--- src/rtl/fe_pkg.sv ---
package fe_pkg;
  localparam logic [7:0] OP_ERASE_A = 8'hC7;
  localparam logic [7:0] OP_ERASE_B = 8'h60;
  localparam logic [7:0] OP_WREN    = 8'h06;
  localparam logic [7:0] OP_STATUS  = 8'h05;

  typedef struct packed {
    logic       cmp;
    logic       sec;
    logic       tb;
    logic [2:0] lvl;
  } prot_t;

  // Whole-array erase is allowed only if no part of the array is guarded.
  function automatic logic array_open(input prot_t p);
    return (!p.cmp && p.lvl == 3'b000) || (p.cmp && p.lvl == 3'b111);
  endfunction

  function automatic logic is_erase(input logic [7:0] op);
    return (op == OP_ERASE_A) || (op == OP_ERASE_B);
  endfunction
endpackage

--- src/rtl/fe_front.sv ---
module fe_front #(
  parameter int SYNC_STAGES = 2
) (
  input  logic       clk,
  input  logic       rst,
  input  logic       cs_n,
  input  logic       sck,
  input  logic [3:0] io_in,
  input  logic       qpi,
  output logic       cs_hi,
  output logic       sck_fall,
  output logic       byte_done,
  output logic       frame_end,
  output logic       exact8,
  output logic [7:0] opcode
);
  localparam int          LAST = SYNC_STAGES - 1;
  localparam logic [3:0]  FULL = 4'd8;
  localparam logic [3:0]  OVER = 4'd9;

  logic [SYNC_STAGES-1:0] cs_sync, sck_sync;
  logic [3:0]             io_sync [SYNC_STAGES];
  logic                   cs_q, sck_q;
  logic [3:0]             bitcnt;
  logic [3:0]             step;
  logic                   sck_rise;

  always_ff @(posedge clk) begin
    if (rst) begin
      cs_sync  <= '1;
      sck_sync <= '0;
    end else begin
      cs_sync  <= {cs_sync[SYNC_STAGES-2:0], cs_n};
      sck_sync <= {sck_sync[SYNC_STAGES-2:0], sck};
    end
  end

  generate
    for (genvar s = 0; s < SYNC_STAGES; s++) begin : g_io_sync
      always_ff @(posedge clk) begin
        if (rst) io_sync[s] <= '0;
        else if (s == 0) io_sync[s] <= io_in;
        else io_sync[s] <= io_sync[(s == 0) ? 0 : s-1];
      end
    end
  endgenerate

  assign cs_hi    = cs_sync[LAST];
  assign step     = qpi ? 4'd4 : 4'd1;
  assign sck_rise = sck_sync[LAST] && !sck_q && !cs_hi;
  assign sck_fall = !sck_sync[LAST] && sck_q && !cs_hi;

  always_ff @(posedge clk) begin
    if (rst) begin
      cs_q      <= 1'b1;
      sck_q     <= 1'b0;
      bitcnt    <= '0;
      opcode    <= '0;
      byte_done <= 1'b0;
      frame_end <= 1'b0;
      exact8    <= 1'b0;
    end else begin
      cs_q      <= cs_hi;
      sck_q     <= sck_sync[LAST];
      byte_done <= 1'b0;
      frame_end <= 1'b0;
      if (cs_hi && !cs_q) begin
        frame_end <= 1'b1;
        exact8    <= (bitcnt == FULL);
      end
      if (!cs_hi && cs_q) begin
        bitcnt <= '0;
      end else if (sck_rise) begin
        if (bitcnt < FULL) begin
          opcode <= qpi ? {opcode[3:0], io_sync[LAST]} : {opcode[6:0], io_sync[LAST][0]};
          bitcnt <= bitcnt + step;
          if (bitcnt + step == FULL) byte_done <= 1'b1;
        end else begin
          bitcnt <= OVER;
        end
      end
    end
  end

  AST_BITCNT_BOUND: assert property (@(posedge clk) disable iff (rst)
    bitcnt <= OVER);
  AST_BYTE_AT_EIGHT: assert property (@(posedge clk) disable iff (rst)
    byte_done |-> bitcnt == FULL);
endmodule

--- src/rtl/fe_status.sv ---
module fe_status
  import fe_pkg::*;
(
  input  logic       clk,
  input  logic       rst,
  input  logic       cs_hi,
  input  logic       sck_fall,
  input  logic       byte_done,
  input  logic [7:0] opcode,
  input  logic       qpi,
  input  logic       busy,
  input  logic       wel,
  output logic [3:0] io_out,
  output logic [3:0] io_oe
);
  logic       armed, active;
  logic [7:0] sh;
  logic [3:0] left;
  logic [7:0] live;
  logic [3:0] per_byte;

  assign live     = {6'b0, wel, busy};
  assign per_byte = qpi ? 4'd2 : 4'd8;

  always_ff @(posedge clk) begin
    if (rst) begin
      armed  <= 1'b0;
      active <= 1'b0;
      sh     <= '0;
      left   <= '0;
    end else if (cs_hi) begin
      armed  <= 1'b0;
      active <= 1'b0;
    end else begin
      if (byte_done && opcode == OP_STATUS) armed <= 1'b1;
      if (sck_fall) begin
        if (armed) begin
          armed  <= 1'b0;
          active <= 1'b1;
          sh     <= live;
          left   <= per_byte;
        end else if (active) begin
          if (left == 4'd1) begin
            sh   <= live;
            left <= per_byte;
          end else begin
            sh   <= qpi ? {sh[3:0], 4'b0} : {sh[6:0], 1'b0};
            left <= left - 4'd1;
          end
        end
      end
    end
  end

  assign io_out = qpi ? sh[7:4] : {2'b00, sh[7], 1'b0};
  assign io_oe  = active ? (qpi ? 4'b1111 : 4'b0010) : 4'b0000;

  AST_OE_RELEASE: assert property (@(posedge clk) disable iff (rst)
    cs_hi |=> io_oe == 4'b0000);
  AST_DRIVE_AFTER_OPCODE: assert property (@(posedge clk) disable iff (rst)
    $rose(active) |-> $past(armed));
endmodule

--- src/rtl/fe_seq.sv ---
module fe_seq
  import fe_pkg::*;
#(
  parameter int DEPTH        = 256,
  parameter int ERASE_CYCLES = 1024,
  localparam int ADDR_W      = $clog2(DEPTH)
) (
  input  logic              clk,
  input  logic              rst,
  input  logic              frame_end,
  input  logic              exact8,
  input  logic [7:0]        opcode,
  input  prot_t             prot,
  output logic              busy,
  output logic              wel,
  output logic              sweep_we,
  output logic [ADDR_W-1:0] sweep_addr
);
  localparam int RUN   = (ERASE_CYCLES > DEPTH) ? ERASE_CYCLES : DEPTH;
  localparam int CNT_W = $clog2(RUN + 1);
  localparam logic [CNT_W-1:0] RUN_LAST = CNT_W'(RUN - 1);
  localparam logic [CNT_W-1:0] SWEEP_N  = CNT_W'(DEPTH);

  logic [CNT_W-1:0] tmr;
  logic             framed, take_erase, take_wren;

  assign framed     = frame_end && exact8 && !busy;
  assign take_erase = framed && is_erase(opcode) && wel && array_open(prot);
  assign take_wren  = framed && opcode == OP_WREN;

  always_ff @(posedge clk) begin
    if (rst) begin
      busy <= 1'b0;
      wel  <= 1'b0;
      tmr  <= '0;
    end else if (busy) begin
      if (tmr == RUN_LAST) begin
        busy <= 1'b0;
        wel  <= 1'b0;
      end else begin
        tmr <= tmr + 1'b1;
      end
    end else if (take_erase) begin
      busy <= 1'b1;
      tmr  <= '0;
    end else if (take_wren) begin
      wel <= 1'b1;
    end
  end

  assign sweep_we   = busy && (tmr < SWEEP_N);
  assign sweep_addr = tmr[ADDR_W-1:0];

  AST_ERASE_NEEDS_WEL: assert property (@(posedge clk) disable iff (rst)
    $rose(busy) |-> $past(wel));
  AST_ERASE_ON_BOUNDARY: assert property (@(posedge clk) disable iff (rst)
    $rose(busy) |-> $past(frame_end && exact8));
  AST_ERASE_UNGUARDED: assert property (@(posedge clk) disable iff (rst)
    $rose(busy) |-> $past(array_open(prot)));
  AST_WEL_CLEARED: assert property (@(posedge clk) disable iff (rst)
    $fell(busy) |-> !wel);
  AST_NO_WEL_WHILE_BUSY: assert property (@(posedge clk) disable iff (rst)
    $rose(wel) |-> !$past(busy));
endmodule

--- src/rtl/fe_array.sv ---
module fe_array #(
  parameter int DEPTH  = 256,
  parameter int DATA_W = 8,
  localparam int ADDR_W = $clog2(DEPTH)
) (
  input  logic              clk,
  input  logic              we,
  input  logic [ADDR_W-1:0] waddr,
  input  logic [DATA_W-1:0] wdata,
  input  logic [ADDR_W-1:0] raddr,
  output logic [DATA_W-1:0] rdata
);
  logic [DATA_W-1:0] mem [DEPTH];

  always_ff @(posedge clk) begin
    if (we) mem[waddr] <= wdata;
    rdata <= mem[raddr];
  end
endmodule

--- src/rtl/flash_erase_ctrl.sv ---
module flash_erase_ctrl
  import fe_pkg::*;
#(
  parameter int DEPTH        = 256,
  parameter int DATA_W       = 8,
  parameter int ERASE_CYCLES = 1024,
  parameter int SYNC_STAGES  = 2,
  localparam int ADDR_W      = $clog2(DEPTH)
) (
  input  logic              clk,
  input  logic              rst,
  input  logic              cs_n,
  input  logic              sck,
  input  logic [3:0]        io_in,
  input  logic              qpi_mode,
  input  logic [5:0]        prot_cfg,
  output logic [3:0]        io_out,
  output logic [3:0]        io_oe,
  input  logic              arr_wr_en,
  input  logic [ADDR_W-1:0] arr_wr_addr,
  input  logic [DATA_W-1:0] arr_wr_data,
  input  logic [ADDR_W-1:0] arr_rd_addr,
  output logic [DATA_W-1:0] arr_rd_data
);
  localparam logic [DATA_W-1:0] BLANK = {DATA_W{1'b1}};

  logic              cs_hi, sck_fall, byte_done, frame_end, exact8;
  logic [7:0]        opcode;
  logic              busy, wel, sweep_we;
  logic [ADDR_W-1:0] sweep_addr;
  logic              mem_we;
  logic [ADDR_W-1:0] mem_waddr;
  logic [DATA_W-1:0] mem_wdata;

  fe_front #(.SYNC_STAGES(SYNC_STAGES)) u_front (
    .clk(clk), .rst(rst), .cs_n(cs_n), .sck(sck), .io_in(io_in), .qpi(qpi_mode),
    .cs_hi(cs_hi), .sck_fall(sck_fall), .byte_done(byte_done),
    .frame_end(frame_end), .exact8(exact8), .opcode(opcode)
  );

  fe_seq #(.DEPTH(DEPTH), .ERASE_CYCLES(ERASE_CYCLES)) u_seq (
    .clk(clk), .rst(rst), .frame_end(frame_end), .exact8(exact8), .opcode(opcode),
    .prot(prot_t'(prot_cfg)), .busy(busy), .wel(wel),
    .sweep_we(sweep_we), .sweep_addr(sweep_addr)
  );

  fe_status u_status (
    .clk(clk), .rst(rst), .cs_hi(cs_hi), .sck_fall(sck_fall), .byte_done(byte_done),
    .opcode(opcode), .qpi(qpi_mode), .busy(busy), .wel(wel),
    .io_out(io_out), .io_oe(io_oe)
  );

  // The erase owns the write port while busy; program-path writes are dropped.
  assign mem_we    = busy ? sweep_we : arr_wr_en;
  assign mem_waddr = busy ? sweep_addr : arr_wr_addr;
  assign mem_wdata = busy ? BLANK : arr_wr_data;

  fe_array #(.DEPTH(DEPTH), .DATA_W(DATA_W)) u_array (
    .clk(clk), .we(mem_we), .waddr(mem_waddr), .wdata(mem_wdata),
    .raddr(arr_rd_addr), .rdata(arr_rd_data)
  );

  AST_HOST_WRITE_BLOCKED: assert property (@(posedge clk) disable iff (rst)
    busy && mem_we |-> mem_wdata == BLANK);
endmodule

--- config.mk ---
export PLATFORM = sky130hd
export DESIGN_NAME = flash_erase_ctrl
export DESIGN_NICKNAME = d
export VERILOG_FILES = /design/src/rtl/fe_pkg.sv /design/src/rtl/fe_front.sv /design/src/rtl/fe_status.sv /design/src/rtl/fe_seq.sv /design/src/rtl/fe_array.sv /design/src/rtl/flash_erase_ctrl.sv
export SDC_FILE = /design/constraint.sdc
export NUM_CORES = 2
export LEC_CHECK = 0
export ABC_AREA = 1
export BUFFER_PORTS_ARGS = -buffer_cell sky130_fd_sc_hd__buf_2
export CAP_MARGIN = 10
export CELL_PAD_IN_SITES_DETAIL_PLACEMENT = 1
export CELL_PAD_IN_SITES_GLOBAL_PLACEMENT = 2
export CORE_ASPECT_RATIO = 1.4
export CORE_MARGIN = 1.5
export CORE_UTILIZATION = 30
export CTS_BUF_LIST = sky130_fd_sc_hd__clkbuf_8
export DETAILED_ROUTE_END_ITERATION = 8
export GPL_TIMING_DRIVEN = 0
export HOLD_SLACK_MARGIN = 0.02
export PLACE_DENSITY = 0.57
export RECOVER_POWER = 100
export SYNTH_ARGS = -nofsm -noshare
export SYNTH_HDL_FRONTEND = slang
export SYNTH_SLANG_ARGS = --single-unit
export TNS_END_PERCENT = 20
--- constraint.sdc ---
create_clock -name clk -period 5.52 [get_ports clk]
set_input_delay 0.828 -clock clk [delete_from_list [all_inputs] [get_ports clk]]
set_output_delay 0.828 -clock clk [all_outputs]
set_load 0.005 [all_outputs]
Word level (Yosys, flattened, before mapping)
Memories as Yosys holds them, arrays and structs flattened. A register that Yosys moved wholly into a read port is not among the register bits.
Index checks and enable logic that the tools add are counted.
Operators by class
  add/subtract/negate cells: 3
  multiply operators: 0
  div/mod/pow operators: 0
  order comparisons: 2
  eq/ne operators: 12
  shifts and indexed selects: 0
  mux-type cells: 39
  bitwise logic cells: 6
  reductions and logical operators: 36
Operators with widths (count)
  $mux 8: 7
  $mux 4: 10
  $mux 11: 3
  $mux 1: 18
  $eq 8x3->1 const B: 2
  $logic_and 1x1->1: 16
  $add 11x1->11 const B: 1
  $eq 11x10->1 const B: 1
  $lt 11x9->1 const B: 1
  $reduce_and 3->1: 3
  $eq 4x4->1 const B: 2
  $eq 8x7->1 const B: 1
  $eq 8x8->1 const B: 1
  $logic_not 1->1: 6
  $reduce_bool 2->1: 3
  $add 4x4->4: 1
  $eq 4x1->1 const B: 1
  $lt 4x4->1 const B: 1
  $ne 2x2->1 const B: 2
  $not 1->1: 4
  $reduce_and 2->1: 2
  $reduce_or 2->1: 2
  $reduce_or 4->1: 1
  $sub 4x1->4 const B: 1
  6 further kinds: 8
Word-level totals
  register bits: 48
  latch bits: 0
  bits in writable memories: 2056
  ROM bits: 0
  input port bits: 40
  output and inout bits: 16
  word-level logic and storage cells: 116
  memories kept: 2
Memories
  u_array.mem: depth 256, bits a word 8, read ports 1, clocked after Yosys merged registers in 1, wr ports 1, line fe_array.sv:13  | logic [DATA_W-1:0] mem [DEPTH];
  u_front.io_sync: depth 2, bits a word 4, read ports 2, clocked after Yosys merged registers in 0, wr ports 2, line fe_front.sv:22  | logic [3:0] io_sync [SYNC_STAGES];

Depth between registers and ports, before layout
  word-level depth: 7
  gate-level depth with buffers: 15

Modules after synthesis
From an unflattened synthesis, not the netlist that was laid out.
Second synthesis, totals
  cell total of the unflattened synthesis: 7460
  area total of the unflattened synthesis: 86426.6 µm²
By module, submodules not included
  fe_array: instances 1, cells an instance 7003, area each 83396.2 µm², sequential area each 61659.1 µm²
  fe_front: instances 1, cells an instance 159, area each 1172.4 µm², sequential area each 580.6 µm²
  fe_seq: instances 1, cells an instance 139, area each 885.8 µm², sequential area each 260.2 µm²
  fe_status: instances 1, cells an instance 121, area each 790.8 µm², sequential area each 280.3 µm²
  flash_erase_ctrl: instances 1, cells an instance 38, area each 181.4 µm², sequential area each 0.0 µm²

Least setup slack after synthesis
No wires, ideal clock.
  kind: reg-to-reg
  from: register u_seq.busy
  to: memory u_array.mem[0][4], data pin
  setup time: 0.555 ns
  arrival: 2.694 ns
  slack: 2.271 ns
  stages on the path, launching flop included: 5
  path buffers: 3
  clock period less this slack: 3.249 ns
  path through: dfxtp_1 > buf_4 > buf_2 > clkbuf_1 > or2_2
Between the ends
  cells in the longest elaborated chain, start to end: 1
RTL lines
  start: declaration: line fe_seq.sv:14  | output logic busy,
  start signal: assignment: line fe_seq.sv:33  | busy <= 1'b0;
  start signal: assignment: line fe_seq.sv:38  | busy <= 1'b0;
  start signal: assignment: line fe_seq.sv:44  | busy <= 1'b1;
  $mux 8: line flash_erase_ctrl.sv:56  | assign mem_wdata = busy ? BLANK : arr_wr_data;
  net mem_wdata[4]: line flash_erase_ctrl.sv:33  | logic [DATA_W-1:0] mem_wdata;
  end: declaration: line fe_array.sv:13
The timed path passes the listed nets, and every way through them passes these cells.

Worst setup path in the final report
  from: register u_seq.busy
  to: memory u_array.mem[220][5] (enable)
Between the ends
  cells in the longest elaborated chain, start to end: 4
  elaborated cells on any way between the ends: 5
RTL lines
  $logic_and 1x1->1: line fe_seq.sv:51  | assign sweep_we = busy && (tmr < SWEEP_N);
  $mux 1: line flash_erase_ctrl.sv:54  | assign mem_we = busy ? sweep_we : arr_wr_en;
  $mux 1: line fe_array.sv:16  | if (we) mem[waddr] <= wdata;
  $mux 1 (not written as such): line fe_array.sv:16
Parallel ways exist; a longest one is shown, timed or not.

==> impl_metrics.env <==
export IMPL_drt_initial_drc_count=6841
export IMPL_vdd_drop_max_mv=0.166
export IMPL_yosysTopAreaCell="edfxtp_1"
export IMPL_pre_cts_ws_ns=-0.0335
export IMPL_crit_arrival_ns=6.17
export IMPL_min_period_over_period_pct=99.9
export IMPL_io_pins=56
export IMPL_endpoint_kind="flop"
export IMPL_worstSkewPairLatency_ns=1.08
export IMPL_post_route_util_pct=34.7
export IMPL_drtPass1Iterations=5
export IMPL_via_per_inst=5.41
export IMPL_cts_made_buffers=361
export IMPL_yosysUniqueCellTypes=32
export IMPL_cts_tree="built"
export IMPL_drtAntennaViolNets=0
export IMPL_grt_max_degree=91
export IMPL_p_sw_share_pct=27.5
export IMPL_grt_overflow=0
export IMPL_syn_inst=7347
export IMPL_area_growth_pct=14.9
export IMPL_clk_pin_slew_worst_paths_ns=0.06
export IMPL_slew_headroom_pct=-128
export IMPL_worstMarginPinSlew_ns=3.43
export IMPL_cts_buffer_depth=4
export IMPL_cts_sinks=2112
export IMPL_p_leak_uw=0.0342
export IMPL_wl_um=447000
export IMPL_grt_setup_unrepaired="false"
export IMPL_worst_slack_ns=0.00635
export IMPL_finalNetCount=7908
export IMPL_wl_per_cell_um=37.6
export IMPL_path_max_fanout=10
export IMPL_violations="capacitance limit, slew limit"
export IMPL_ys_warn_count=0
export IMPL_timing_fmax_mhz=181
export IMPL_drv_cap=28
export IMPL_critPathLaunchType="flop"
export IMPL_fin_cells=11881
export IMPL_synth_top_cell_area_share_pct=71.9
export IMPL_final_cell_mix="nand2_1, edfxtp_1, nand3_1"
export IMPL_fin_area_sq_um=98200
export IMPL_worstHoldPathType="input pin to flop"
export IMPL_grt_usage_pct=30.5
export IMPL_sequentialPowerShare_pct=51.5
export IMPL_path_class="flop to flop"
export IMPL_drive_gt1_share_pct=9.18
export IMPL_dieArea_sq_um=288000
export IMPL_p_int_uw=24800
export IMPL_syn_avg_cell_area_sq_um=11.6
export IMPL_grt_pass1_vias=64455
export IMPL_worstPathRequired_ns=6.18
export IMPL_hpwl_um=319000
export IMPL_synth_area_leaders="edfxtp_1, nand3_1, nand2_1"
export IMPL_antenna_found_initial=22
export IMPL_hold_violations=0
export IMPL_place_area_sq_um=92300
export IMPL_power_share_combinational_pct=8.5
export IMPL_p_clk_share_pct=39.9
export IMPL_finalSetupViolations=0
export IMPL_synth_yosys_seq_area_share_pct=73.4
export IMPL_die_h_um=635
export IMPL_switching_power_uw=9420
export IMPL_rows=231
export IMPL_power_density_nw_per_um2=348
export IMPL_fin_crit_ns=5.51
export IMPL_totalPowerFinal_uw=34200
export IMPL_status="complete, but fails checks"
export IMPL_cts_root_buf="clkbuf_8"
export IMPL_syn_area_sq_um=85500
export IMPL_grt_pass1_wl_um=588000
export IMPL_core_region_area_sq_um=283000
export IMPL_drc=0
export IMPL_htree_levels=5
export IMPL_place_inst=11216
export IMPL_die_x_um=454
export IMPL_postCtsSetupBuffers=0
export IMPL_routabilityCongestion=0.960
export IMPL_finClkSkew_ns=0.0484
export IMPL_ys_seq_elements=2112
export IMPL_vias=64295
export IMPL_portBuffers=46
export IMPL_start_util_pct=30.2
export IMPL_final_common_cell="nand2_1"
export IMPL_slew_viol_final=967
export IMPL_synth_nets=7394
-- sequential cells by signal (all words and copies together), names as in the netlist --
name and count:
u_front.sck_q 1, u_front.cs_q 1, u_status.armed 1, u_status.left 4
u_front.opcode 8, u_status.sh 8, u_front.io_sync 8, u_seq.wel 1
u_front.exact8 1, u_front.bitcnt 4, u_front.frame_end 1, u_status.active 1
u_array.rdata 8, u_front.byte_done 1, u_front.sck_sync 2, u_seq.tmr 11
u_seq.busy 1, u_front.cs_sync 2, u_array.mem 2048
-- logic make-up after synthesis --
| family | synth area share (%) |
|---|---|
| and+or+nand+nor | 23.2 |
| DFF | 73.4 |
| buffers and inverters | 2.77 |
| AOI/OAI and AO/OA | 0.530 |
| adders and majority gates | 0.102 |
| xor gates and xnor gates | 0.0205 |
| muxes | 0.0117 |
-- through the flow --
step | setup TNS [ns] | hold WS, ns
floorplan | 0 | 0.388
global placement | -1661.37 | 0.399
detailed placement | -0.251 | 0.404
CTS | 0 | 0.151
global route | 0 | 0.196
finish | 0 | 0.220
-- worst max-delay path, stage by stage (launching register included) --
cell and delay (ns):
dfxtp_1 0.33, o21ai_0 0.92, inv_1 0.38, nor3_4 0.34, nand3_2 0.72, clkbuf_1 0.97, nor2_1 1.37
-- repair_timing --
action | 4_1_cts | 5_1_grt
endpoints found under the hold margin | 6 | 0
resized for setup | 0 | 0
hold buffers | 6 | 0
-- metal layers --
layer | vias to the layer above | GRT usage (%) | part of all wire (%)
met5 | - | 0 | 0.013
met4 | 8 | 20.8 | 8.1
met3 | 986 | 4.37 | 5.2
met2 | 2569 | 52.6 | 49
met1 | 33573 | 35.0 | 37
li1 | 27159 | - | -
-- final timing paths --
check | start | end | slack [ns] | cells after the start
min reg2reg | u_front.io_sync[0][3]$_SDFF_PP0_ | u_front.io_sync[1][3]$_SDFF_PP0_ | 0.41 | 2
max reg2reg | u_seq.busy$_SDFF_PP0_ | u_array.mem[220][5]$_DFFE_PP_ | 0.006 | 6
min | arr_rd_addr[7] | u_array.rdata[6]$_DFF_P_ | 0.22 | 3
max | u_seq.busy$_SDFF_PP0_ | u_array.mem[220][5]$_DFFE_PP_ | 0.006 | 6
-- Yosys cell counts --
master,count
clkinv_1,1
buf_1,77
inv_1,68
a31oi_1,8
o21ai_0,37
or2_2,13
mux2i_1,1
inv_2,3
o21ba_2,1
dfxtp_1,64
nor4_1,4
a31o_2,1
nand2_1,2183
nand3_1,2033
nor3_4,1
o21ai_1,1
a21boi_0,1
nor3_1,11
a2bb2oi_1,1
ha_1,7
edfxtp_1,2048
nand4_1,12
buf_4,7
a22oi_1,1
o211ai_1,1
xnor2_1,2
clkbuf_1,255
a21oi_1,25
a211oi_1,4
nor2_1,316
o31ai_1,1
buf_2,159
-- final cells by class --
cell class                      count  area, sq um
Clock buffer                      373         5130
Buffer                            498         2120
Clock inverter                    266         1340
Sequential cell                  2112        62800
Multi-Input combinational cell   4665        20400
Tap cell                         3728         4660
Fill cell                       30881       185000
Timing Repair Buffer              151         1520
Inverter                           72          270
Antenna cell                       16         40.0
-- power groups by stage --
stage | clock [uW] | combinational [uW] | sequential, uW
6_report | 13700 | 2920 | 17600
5_1_grt | 14400 | 2960 | 17600
4_1_cts | 13800 | 2920 | 17600
3_3_place_gp | 0 | 2750 | 18000
2_1_floorplan | 0 | 1150 | 18000
3_5_place_dp | 0 | 2910 | 18000
Power figures use the tool's default switching activity.
